$ cat config.mk
export PLATFORM = sky130hd
export DESIGN_NAME = tkn_hist_queue
export DESIGN_NICKNAME = d
export VERILOG_FILES = /design/src/rtl/tkn_hist_pkg.sv /design/src/rtl/tkn_wptr.sv /design/src/rtl/tkn_store.sv /design/src/rtl/tkn_pack.sv /design/src/rtl/tkn_hist_queue.sv
export SDC_FILE = /design/constraint.sdc
export NUM_CORES = 1
export LEC_CHECK = 0
export BUFFER_PORTS_ARGS = -buffer_cell sky130_fd_sc_hd__buf_2
export CORE_ASPECT_RATIO = 0.5
export CORE_MARGIN = 2
export CORE_UTILIZATION = 63
export CTS_CLUSTER_SIZE = 40
export DETAILED_ROUTE_END_ITERATION = 12
export PLACE_DENSITY = 0.84
export SLEW_MARGIN = 5
export SYNTH_ARGS = -nofsm -noshare
export SYNTH_HDL_FRONTEND = slang
export SYNTH_SLANG_ARGS = --single-unit
$ cat constraint.sdc
create_clock -name clk -period 3 [get_ports clk]
set_input_delay 0.3 -clock clk [delete_from_list [all_inputs] [get_ports clk]]
set_output_delay 0.3 -clock clk [all_outputs]
set_load 0.03 [all_outputs]
$ cat src/rtl/tkn_hist_pkg.sv
package tkn_hist_pkg;
  localparam int unsigned WORD_W    = 32;
  localparam int unsigned EP_W      = 4;
  localparam int unsigned PTR_FLD_W = 5;
  localparam int unsigned WRAP_POS  = 7;
  localparam int unsigned W0_BASE   = 8;
  localparam int unsigned W0_SLOTS  = 6;
  localparam int unsigned W1_SLOTS  = 8;
  localparam int unsigned MAX_SLOTS = W0_SLOTS + W1_SLOTS;
endpackage

$ cat src/rtl/tkn_wptr.sv
module tkn_wptr #(
  parameter int unsigned DEPTH = 14,
  parameter int unsigned PW    = 4
) (
  input  logic          clk,
  input  logic          rst_n,
  input  logic          clr,
  input  logic          push,
  output logic [PW-1:0] wptr,
  output logic          wrap
);
  localparam logic [PW-1:0] LAST = PW'(DEPTH - 1);

  logic [PW-1:0] wptr_d;
  logic          wrap_d;
  logic          en;

  always_comb begin
    wptr_d = wptr;
    wrap_d = wrap;
    en     = clr | push;
    if (clr) begin
      wptr_d = '0;
      wrap_d = 1'b0;
    end else if (push) begin
      if (wptr == LAST) begin
        wptr_d = '0;
        wrap_d = 1'b1;
      end else begin
        wptr_d = wptr + 1'b1;
      end
    end
  end

  always_ff @(posedge clk or negedge rst_n) begin
    if (!rst_n) begin
      wptr <= '0;
      wrap <= 1'b0;
    end else if (en) begin
      wptr <= wptr_d;
      wrap <= wrap_d;
    end
  end
endmodule

$ cat src/rtl/tkn_store.sv
module tkn_store #(
  parameter int unsigned DEPTH = 14,
  parameter int unsigned EP_W  = 4,
  parameter int unsigned PW    = 4
) (
  input  logic                  clk,
  input  logic                  rst_n,
  input  logic                  clr,
  input  logic                  push,
  input  logic [PW-1:0]         wptr,
  input  logic [EP_W-1:0]       ep,
  output logic [DEPTH*EP_W-1:0] slots
);
  for (genvar i = 0; i < DEPTH; i++) begin : g_slot
    logic [EP_W-1:0] q;
    logic [EP_W-1:0] d;
    logic            en;

    always_comb begin
      en = clr | (push && (wptr == PW'(i)));
      d  = clr ? '0 : ep;
    end

    always_ff @(posedge clk or negedge rst_n) begin
      if (!rst_n)  q <= '0;
      else if (en) q <= d;
    end

    assign slots[i*EP_W +: EP_W] = q;
  end
endmodule

$ cat src/rtl/tkn_pack.sv
module tkn_pack
  import tkn_hist_pkg::*;
#(
  parameter int unsigned DEPTH = 14,
  parameter int unsigned PW    = 4,
  parameter int unsigned SEL_W = 2
) (
  input  logic [DEPTH*EP_W-1:0] slots,
  input  logic [PW-1:0]         wptr,
  input  logic                  wrap,
  input  logic [SEL_W-1:0]      sel,
  output logic [WORD_W-1:0]     word
);
  logic [EP_W-1:0] pad [MAX_SLOTS];

  for (genvar i = 0; i < MAX_SLOTS; i++) begin : g_pad
    if (i < DEPTH) begin : g_real
      assign pad[i] = slots[i*EP_W +: EP_W];
    end else begin : g_zero
      assign pad[i] = '0;
    end
  end

  logic [WORD_W-1:0] w0;
  logic [WORD_W-1:0] w1;

  always_comb begin
    w0 = '0;
    w1 = '0;
    w0[PTR_FLD_W-1:0] = PTR_FLD_W'(wptr);
    w0[WRAP_POS]      = wrap;
    for (int i = 0; i < W0_SLOTS; i++)
      w0[W0_BASE + i*EP_W +: EP_W] = pad[i];
    for (int i = 0; i < W1_SLOTS; i++)
      w1[i*EP_W +: EP_W] = pad[W0_SLOTS + i];
    if (sel == SEL_W'(0))      word = w0;
    else if (sel == SEL_W'(1)) word = w1;
    else                       word = '0;
  end
endmodule

$ cat src/rtl/tkn_hist_queue.sv
module tkn_hist_queue
  import tkn_hist_pkg::*;
#(
  parameter int unsigned DEPTH = 14,
  parameter int unsigned SEL_W = 2
) (
  input  logic              clk,
  input  logic              rst_n,
  input  logic              clr,
  input  logic              tkn_vld,
  input  logic [EP_W-1:0]   tkn_ep,
  input  logic              rd_en,
  input  logic [SEL_W-1:0]  rd_sel,
  output logic [WORD_W-1:0] rd_data
);
  localparam int unsigned PW = $clog2(DEPTH);

  logic [PW-1:0]         wptr_q;
  logic                  wrap_q;
  logic [DEPTH*EP_W-1:0] slots;
  logic [WORD_W-1:0]     word_sel;
  logic                  push;

  assign push = tkn_vld & ~clr;

  tkn_wptr #(.DEPTH(DEPTH), .PW(PW)) u_wptr (
    .clk(clk), .rst_n(rst_n), .clr(clr), .push(push),
    .wptr(wptr_q), .wrap(wrap_q)
  );

  tkn_store #(.DEPTH(DEPTH), .EP_W(EP_W), .PW(PW)) u_store (
    .clk(clk), .rst_n(rst_n), .clr(clr), .push(push),
    .wptr(wptr_q), .ep(tkn_ep), .slots(slots)
  );

  tkn_pack #(.DEPTH(DEPTH), .PW(PW), .SEL_W(SEL_W)) u_pack (
    .slots(slots), .wptr(wptr_q), .wrap(wrap_q), .sel(rd_sel),
    .word(word_sel)
  );

  always_ff @(posedge clk or negedge rst_n) begin
    if (!rst_n)     rd_data <= '0;
    else if (rd_en) rd_data <= word_sel;
  end
endmodule

==> run summary, run 1 <==
post-CTS sizing - 0
Crit-path slowest cell - nor2b_1
drt via density - 6.20
Port-buffer cells - 42
Iteration-0 DRC Markers - 458
All-Layer GR Usage - 29.7%
Syn. warnings - 0
Die H - 62.2 µm
hold buffers post-CTS - 0
DIE WIDTH - 120 µm
die area - 7500 µm²
Yosys top cell by area - dfrtp_1
CP Max Fanout - 16
Gate Count Post-Synth - 438
HP Class - input pin to asynchronous set/reset pin
commonest cells after routing, fill and taps aside - dfrtp_1, a21oi_1, nand3_1, o21ai_0, buf_2
Final Core Density - 71.7%
fin crit share - 67.6%
Ports - 43
critical path class - register to register
Switching Fraction - 24.2%
Worst VDD drop - 0.000288 V
WP data arrival - 2290 ps
pin count of the biggest net entering global routing - 63
ranking of synthesized cells by area - dfrtp_1, mux2i_1, a21oi_1
setup bufs post-CTS - 0
clock skew - 5.15 ps
CP Buf/Inv Count - 0
clock power share - 45.0%
Flop pwr share - 48.8%
Initial Util - 64.5%
n_diodes - 0
synthesized net count - 449
htree depth - 3
NetSw - 634 µW
worst skew pair latency - 340 ps
worst-case clock buffer depth - 2
Placer Congestion - 0.805
area growth from synthesis to layout - 11.0%
clock tree sinks - 93
clock root buffer master - clkbuf_16
status - complete, no violations
nature of the critical path startpoint - register
DR pass1 iterations - 7
Max Cap Violations - 0
routed wire length - 10,200 µm
initial antenna violation count - 0
Remaining DRCs - 0
crit path time final - 2030 ps
Post-Synthesis Cell Area - 4270 µm²
WL/cell - 18.7 µm
Clock transition at path regs - 70 ps
CTS tree - yes
register area - 2330 µm²
CP delay by family, top - simple AND/OR/NAND/NOR gates
via count - 3,390
Final Setup Violations - 0
Pwr Density - 551 nW/µm²
P_int - 1980 µW
Layout fillers - 481
Synth Area per Inst - 9.76 µm²
Rows - 21
CP peak stage delay - 940 ps
FF-to-FF setup slack - 970 ps
worst hold margin - 23.2 ps
Netlist cell types - 31
synthesized flop and latch total - 93
worst-margin pin slew - 1130 ps
combined area of the multi-input logic cells - 1610 µm²
number of buffers created by CTS - 9
fmax - 493 MHz
crit end category - register
critical path cell sequence - nor2b_1 > nand3_1 > a21oi_1
post-route antenna net violation count - 0
commonest non-fill, non-tap cell in the layout - dfrtp_1
Synth top area share - 54.5%
Hold Fails Final Rpt - 0
logic gate share of total power - 6.2%
unrepaired setup endpoints after global routing - false
ys flop type - dfrtp_1
Post-synth ARST share - 100%
vias in the first global route - 3,424
max-slew violation count - 0
core box area - 6620 µm²
HPWL after DPL - 5800 µm
Nets - 461
setup TNS - 0 ps
first-pass GRT wire length - 17,400 µm
Required @ worst endpoint - 3260 ps
Congestion Overflow GR - 0
Seq/Total Area, Yosys - 54.5%
Leak - 0.00211 µW
Post-synth EDFFs - 0
share of layout cells above drive strength 1 - 14.7%
Max-slew headroom - 24.4%
## path summary, 6_finish.rpt
kind                       cells after the start                endpoint           start
min in group clk                               3              rd_data[4]       rd_sel[1]
setup / recovery                               3  u_store.g_slot[5].q[1]  u_wptr.wptr[2]
setup reg to reg                               3  u_store.g_slot[5].q[1]  u_wptr.wptr[2]
max in group asynchronous                      2  u_store.g_slot[1].q[3]           rst_n
hold / removal                                 1  u_store.g_slot[1].q[2]           rst_n
hold reg to reg                                2             u_wptr.wrap     u_wptr.wrap
## worst reg2reg max path: cells and delay by family (launching register included)
family | cells | cell delay (ps)
DFF | 1 | 580
and+or+nand+nor | 2 | 1180
AOI/OAI and AO/OA | 1 | 190
## per-stage QoR
| stage | cell area (µm²) | total power, µW | worst slack (ps) | std cells |
|---|---|---|---|---|
| global route | 4740 | 2690 | 848 | 547 |
| floorplan | 4270 | 1400 | 1480 | 438 |
| finish | 4740 | 2610 | 973 | 547 |
| CTS | 4740 | 2610 | 1030 | 547 |
| global placement | 4440 | 1460 | 1100 | 531 |
| detailed placement | 4440 | 1460 | 1050 | 531 |
## power by group through the flow
stage | Clock, µW | Combinational (µW) | Sequential (µW)
after floorplan | 0 | 103 | 1300
after global placement | 0 | 156 | 1300
after detailed placement | 0 | 158 | 1300
after CTS | 1170 | 160 | 1280
after global routing | 1230 | 177 | 1280
final | 1180 | 161 | 1280
## cell type report
type | count | area share (%)
flip-flops and latches | 93 | 49.1
multi-input cells | 265 | 34.0
repair buffers | 48 | 5.43
clock buffers | 10 | 5.04
inverters | 33 | 2.61
well taps | 92 | 2.43
clock inverters | 6 | 1.48
## cell families after synthesis
kind of cell    Yosys count  share of synthesized area (%)
compound gates          141                           17.6
xor+xnor                  1                          0.205
buf+inv                  80                           7.82
flops                    93                           54.5
mux                      33                           7.73
simple gates             90                           12.2
## routing by layer
metal	track usage (%)	up-vias	share of wire, %
met2	46.0	149	47
met4	7.85	0	1.6
li1	-	1565	-
met3	7.72	20	7.4
met1	42.2	1656	44
met5	0	-	0
## sequential cells by signal (all words and copies together), names as in the netlist
signal            flops
rd_data              32
u_store.g_slot.q     56
u_wptr.wrap           1
u_wptr.wptr           4
## cells in the mapped netlist, types with 2 or more instances
library cell and number:
clkbuf_1 24, dfrtp_1 93, buf_2 18, o21ai_1 11
nand2b_1 12, nor2_1 5, mux2i_1 33, o22ai_1 32
and4bb_2 2, buf_1 3, o21ai_0 41, a21oi_1 54
inv_1 33, nor2b_1 2, or3_1 2, nand4bb_1 2
nand2_1 6, nand3_1 52
Note: power is estimated with default switching activity, not from simulation.
==> run 2: changes to the inputs <==
--- a/config.mk
+++ b/config.mk
@@ -5,13 +5,14 @@
 export SDC_FILE = /design/constraint.sdc
 export NUM_CORES = 1
 export LEC_CHECK = 0
+export ABC_AREA = 1
 export BUFFER_PORTS_ARGS = -buffer_cell sky130_fd_sc_hd__buf_2
 export CORE_ASPECT_RATIO = 0.5
 export CORE_MARGIN = 2
-export CORE_UTILIZATION = 63
+export CORE_UTILIZATION = 58
 export CTS_CLUSTER_SIZE = 40
 export DETAILED_ROUTE_END_ITERATION = 12
-export PLACE_DENSITY = 0.84
+export PLACE_DENSITY = 0.79
 export SLEW_MARGIN = 5
 export SYNTH_ARGS = -nofsm -noshare
 export SYNTH_HDL_FRONTEND = slang
==> constraint.sdc (replaced) <==
create_clock -name clk -period 2.04 [get_ports clk]
set_input_delay 0.204 -clock clk [delete_from_list [all_inputs] [get_ports clk]]
set_output_delay 0.204 -clock clk [all_outputs]
set_load 0.03 [all_outputs]
==> run 2 against run 1 <==
Effect of this change:
- clock skew increased by 0.98 ps
- worst hold slack improved by 110 ps
- via count increased by 7.4%
- register-to-register slack got worse by 600 ps
- sequential share of layout area increased by 0.078 points
- cell area decreased by 0.16%
- synthesized area decreased by 5.6%
- largest power group unchanged
==> run summary, run 2 <==
status - complete, no violations
Pwr Density - 886 nW/µm² (+61%)
final instance area - 4740 µm² (-0.16%)
Syn. warnings - 0 (unchanged)
Congestion Overflow GR - 0 (unchanged)
most frequent cell after synthesis - nand2_1
Netlist cell types - 17 (-45%)
Tot Pwr - 4200 µW (+60%)
number of buffers created by CTS - 9 (unchanged)
M3 GR Usage - 9.03% (+1.3 points)
worst skew pair latency - 350 ps (about the same)
vias in the first global route - 3,444 (+0.58%)
Port-buffer cells - 42 (unchanged)
Post-synth ARST share - 100% (unchanged)
synthesized flop and latch total - 93 (unchanged)
Synth top area share - 57.7% (+3.2 points)
Yosys top cell by area - dfrtp_1
clock tree sinks - 93 (unchanged)
CTS tree - yes
Worst Setup EP - u_store.g_slot[13].q[2]
FF-to-FF Start - u_wptr.wptr[0]
max-slew violation count - 0 (unchanged)
clock skew - 6.13 ps (+0.984 ps)
share of layout cells above drive strength 1 - 13.9% (-0.86 points)
DR pass1 iterations - 5 (-2)
drt via density - 5.75 (-7.2%)
largest registers - u_store.g_slot.q: 56 flops, rd_data: 32 flops, u_wptr.wptr: 4 flops
grt met1 use - 42.3% (+0.14 points)
post-route antenna net violation count - 0 (unchanged)
clock root buffer master - clkbuf_16
ranking of synthesized cells by area - dfrtp_1, nand2_1, nand3_1
fin crit share - 81.6% (+14 points)
setup TNS - 0 ps (unchanged)
via count - 3,642 (+7.4%)
Max Cap Violations - 0 (unchanged)
Placer Congestion - 0.894 (+11%)
Hold Fails Final Rpt - 0 (unchanged)
Synth Area per Inst - 8.16 µm² (-16%)
WL/cell - 15.8 µm (-15%)
All-Layer GR Usage - 29.2% (-0.49 points)
area post-placement - 4400 µm² (-0.85%)
Post-synth top cells - nand2_1, dfrtp_1, nand3_1
Clock transition at path regs - 60 ps (about the same)
Post-synth EDFFs - 0 (unchanged)
WP data arrival - 1900 ps (-390 ps)
critical path startpoint - u_wptr.wptr[0]
largest reg by FF count - u_store.g_slot.q
crit end category - register
Rows - 21 (unchanged)
Ports - 43 (unchanged)
Post-Synthesis Cell Area - 4030 µm² (-5.6%)
synthesized net count - 505 (+12%)
Max-slew headroom - 55.4% (+31 points)
unrepaired setup endpoints after global routing - false
met2 Resource Use GR - 42.2% (-3.7 points)
ys flop type - dfrtp_1
htree depth - 3 (unchanged)
max FFs per register - 56 (unchanged)
first-pass GRT wire length - 17,000 µm (-1.9%)
initial antenna violation count - 0 (unchanged)
HP Class - input pin to register
nature of the critical path startpoint - register
Iteration-0 DRC Markers - 368 (-20%)
Required @ worst endpoint - 2270 ps (-990 ps)
DIE WIDTH - 122 µm (+1.2%)
crit path time final - 1670 ps (-362 ps)
Seq/Total Area, Yosys - 57.7% (+3.2 points)
fmax - 600 MHz (+22%)
setup bufs post-CTS - 0 (unchanged)
core box area - 6700 µm² (+1.2%)
critical path class - register to register
worst-margin pin slew - 664 ps (-468 ps)
post-CTS sizing - 0 (unchanged)
commonest cells after routing, fill and taps aside - nand2_1, dfrtp_1, nand3_1, a21oi_1, nor2_1
worst-case clock buffer depth - 2 (unchanged)
Gate Count Post-Synth - 494 (+13%)
gr busiest metal - met1
RR Endpoint - u_store.g_slot[13].q[2]
HPWL after DPL - 6510 µm (+12%)
n_diodes - 0 (unchanged)
Nets - 548 (+19%)
R2R cell count - 5 (+2)
FF-to-FF setup slack - 370 ps (-600 ps)
Initial Util - 60.2% (-4.3 points)
Worst VDD drop - 0.000517 V (+80%)
routed wire length - 10,000 µm (-1.7%)
commonest non-fill, non-tap cell in the layout - nand2_1
area growth from synthesis to layout - 17.5%
Die H - 63.0 µm (+1.2%)
Leak - 0.00250 µW (+19%)
CP Max Fanout - 7 (-9)
Final Setup Violations - 0 (unchanged)
Remaining DRCs - 0 (unchanged)
die area - 7680 µm² (+2.4%)
pin count of the biggest net entering global routing - 47 (-25%)
run 2: changes by cell type in the layout (fill, tap and decap cells not counted), sizes merged, moves of 24 or more:
cell | before | now
mux2i | 33 | 0
nand2 | 6 | 156
nand3 | 52 | 76
nor2 | 5 | 55
o21ai | 52 | 2
o22ai | 32 | 0
run 2: power by group:
| group | total (µW) | internal, µW | switching (µW) |
|---|---|---|---|
| registers | 1930 | 1900 | 31.0 |
| clock network | 1870 | 1190 | 682 |
| logic | 402 | 102 | 300 |
run 2: timing repair:
| item | 4_1_cts | 5_1_grt |
|---|---|---|
| hold endpoints to repair | 26 | 0 |
| setup endpoints to repair | 0 | 0 |
| hold buffers | 1 | 0 |
run 2: routing by layer:
layer | up-vias | share of wire [%]
li1 | 1686 | -
met1 | 1768 | 46
met2 | 167 | 43
met3 | 21 | 8.5
met4 | 0 | 1.7
met5 | - | 0
run 2: stage by stage:
step	hold slack (ps)	cells	utilization [%]	setup WS, ps
after floorplan	-91.6	494	-	857
after global placement	146	617	65.6	461
after detailed placement	151	617	65.6	388
after CTS	123	633	70.7	433
after global routing	141	633	70.7	216
final	132	633	70.7	374
run 2: logic make-up after synthesis:
group / count (synthesis) / share of synthesized area [%]
simple gates: 290 / 29.7
flops: 93 / 57.7
compound gates: 63 / 7.91
buf+inv: 48 / 4.65
run 2: critical path, stage by stage, from the launching register on:
cell and delay (ps):
dfrtp_1 470, inv_1 100, nor2_1 360, nand3_1 360, nand3_1 180, nand2_1 80
run 2: layout make-up:
class | count | area, µm²
Clock buffer | 10 | 229
Tap cell | 92 | 115
Sequential cell | 93 | 2330
Timing Repair Buffer | 58 | 360
Multi-Input combinational cell | 353 | 1520
Clock inverter | 5 | 100
Fill cell | 527 | 1960
Inverter | 22 | 82.6
run 2: worst min path at each step:
stage              start                 endpoint  slack, ps  cells after the start
2_1_floorplan      rst_n               rd_data[0]        -90                      0
3_3_place_gp       rst_n              rd_data[16]        150                      1
3_5_place_dp       rst_n              rd_data[18]        150                      1
4_1_cts        tkn_ep[1]  u_store.g_slot[13].q[1]        120                      3
5_1_grt        tkn_ep[1]  u_store.g_slot[13].q[1]        140                      3
6_report             clr              u_wptr.wrap        130                      2
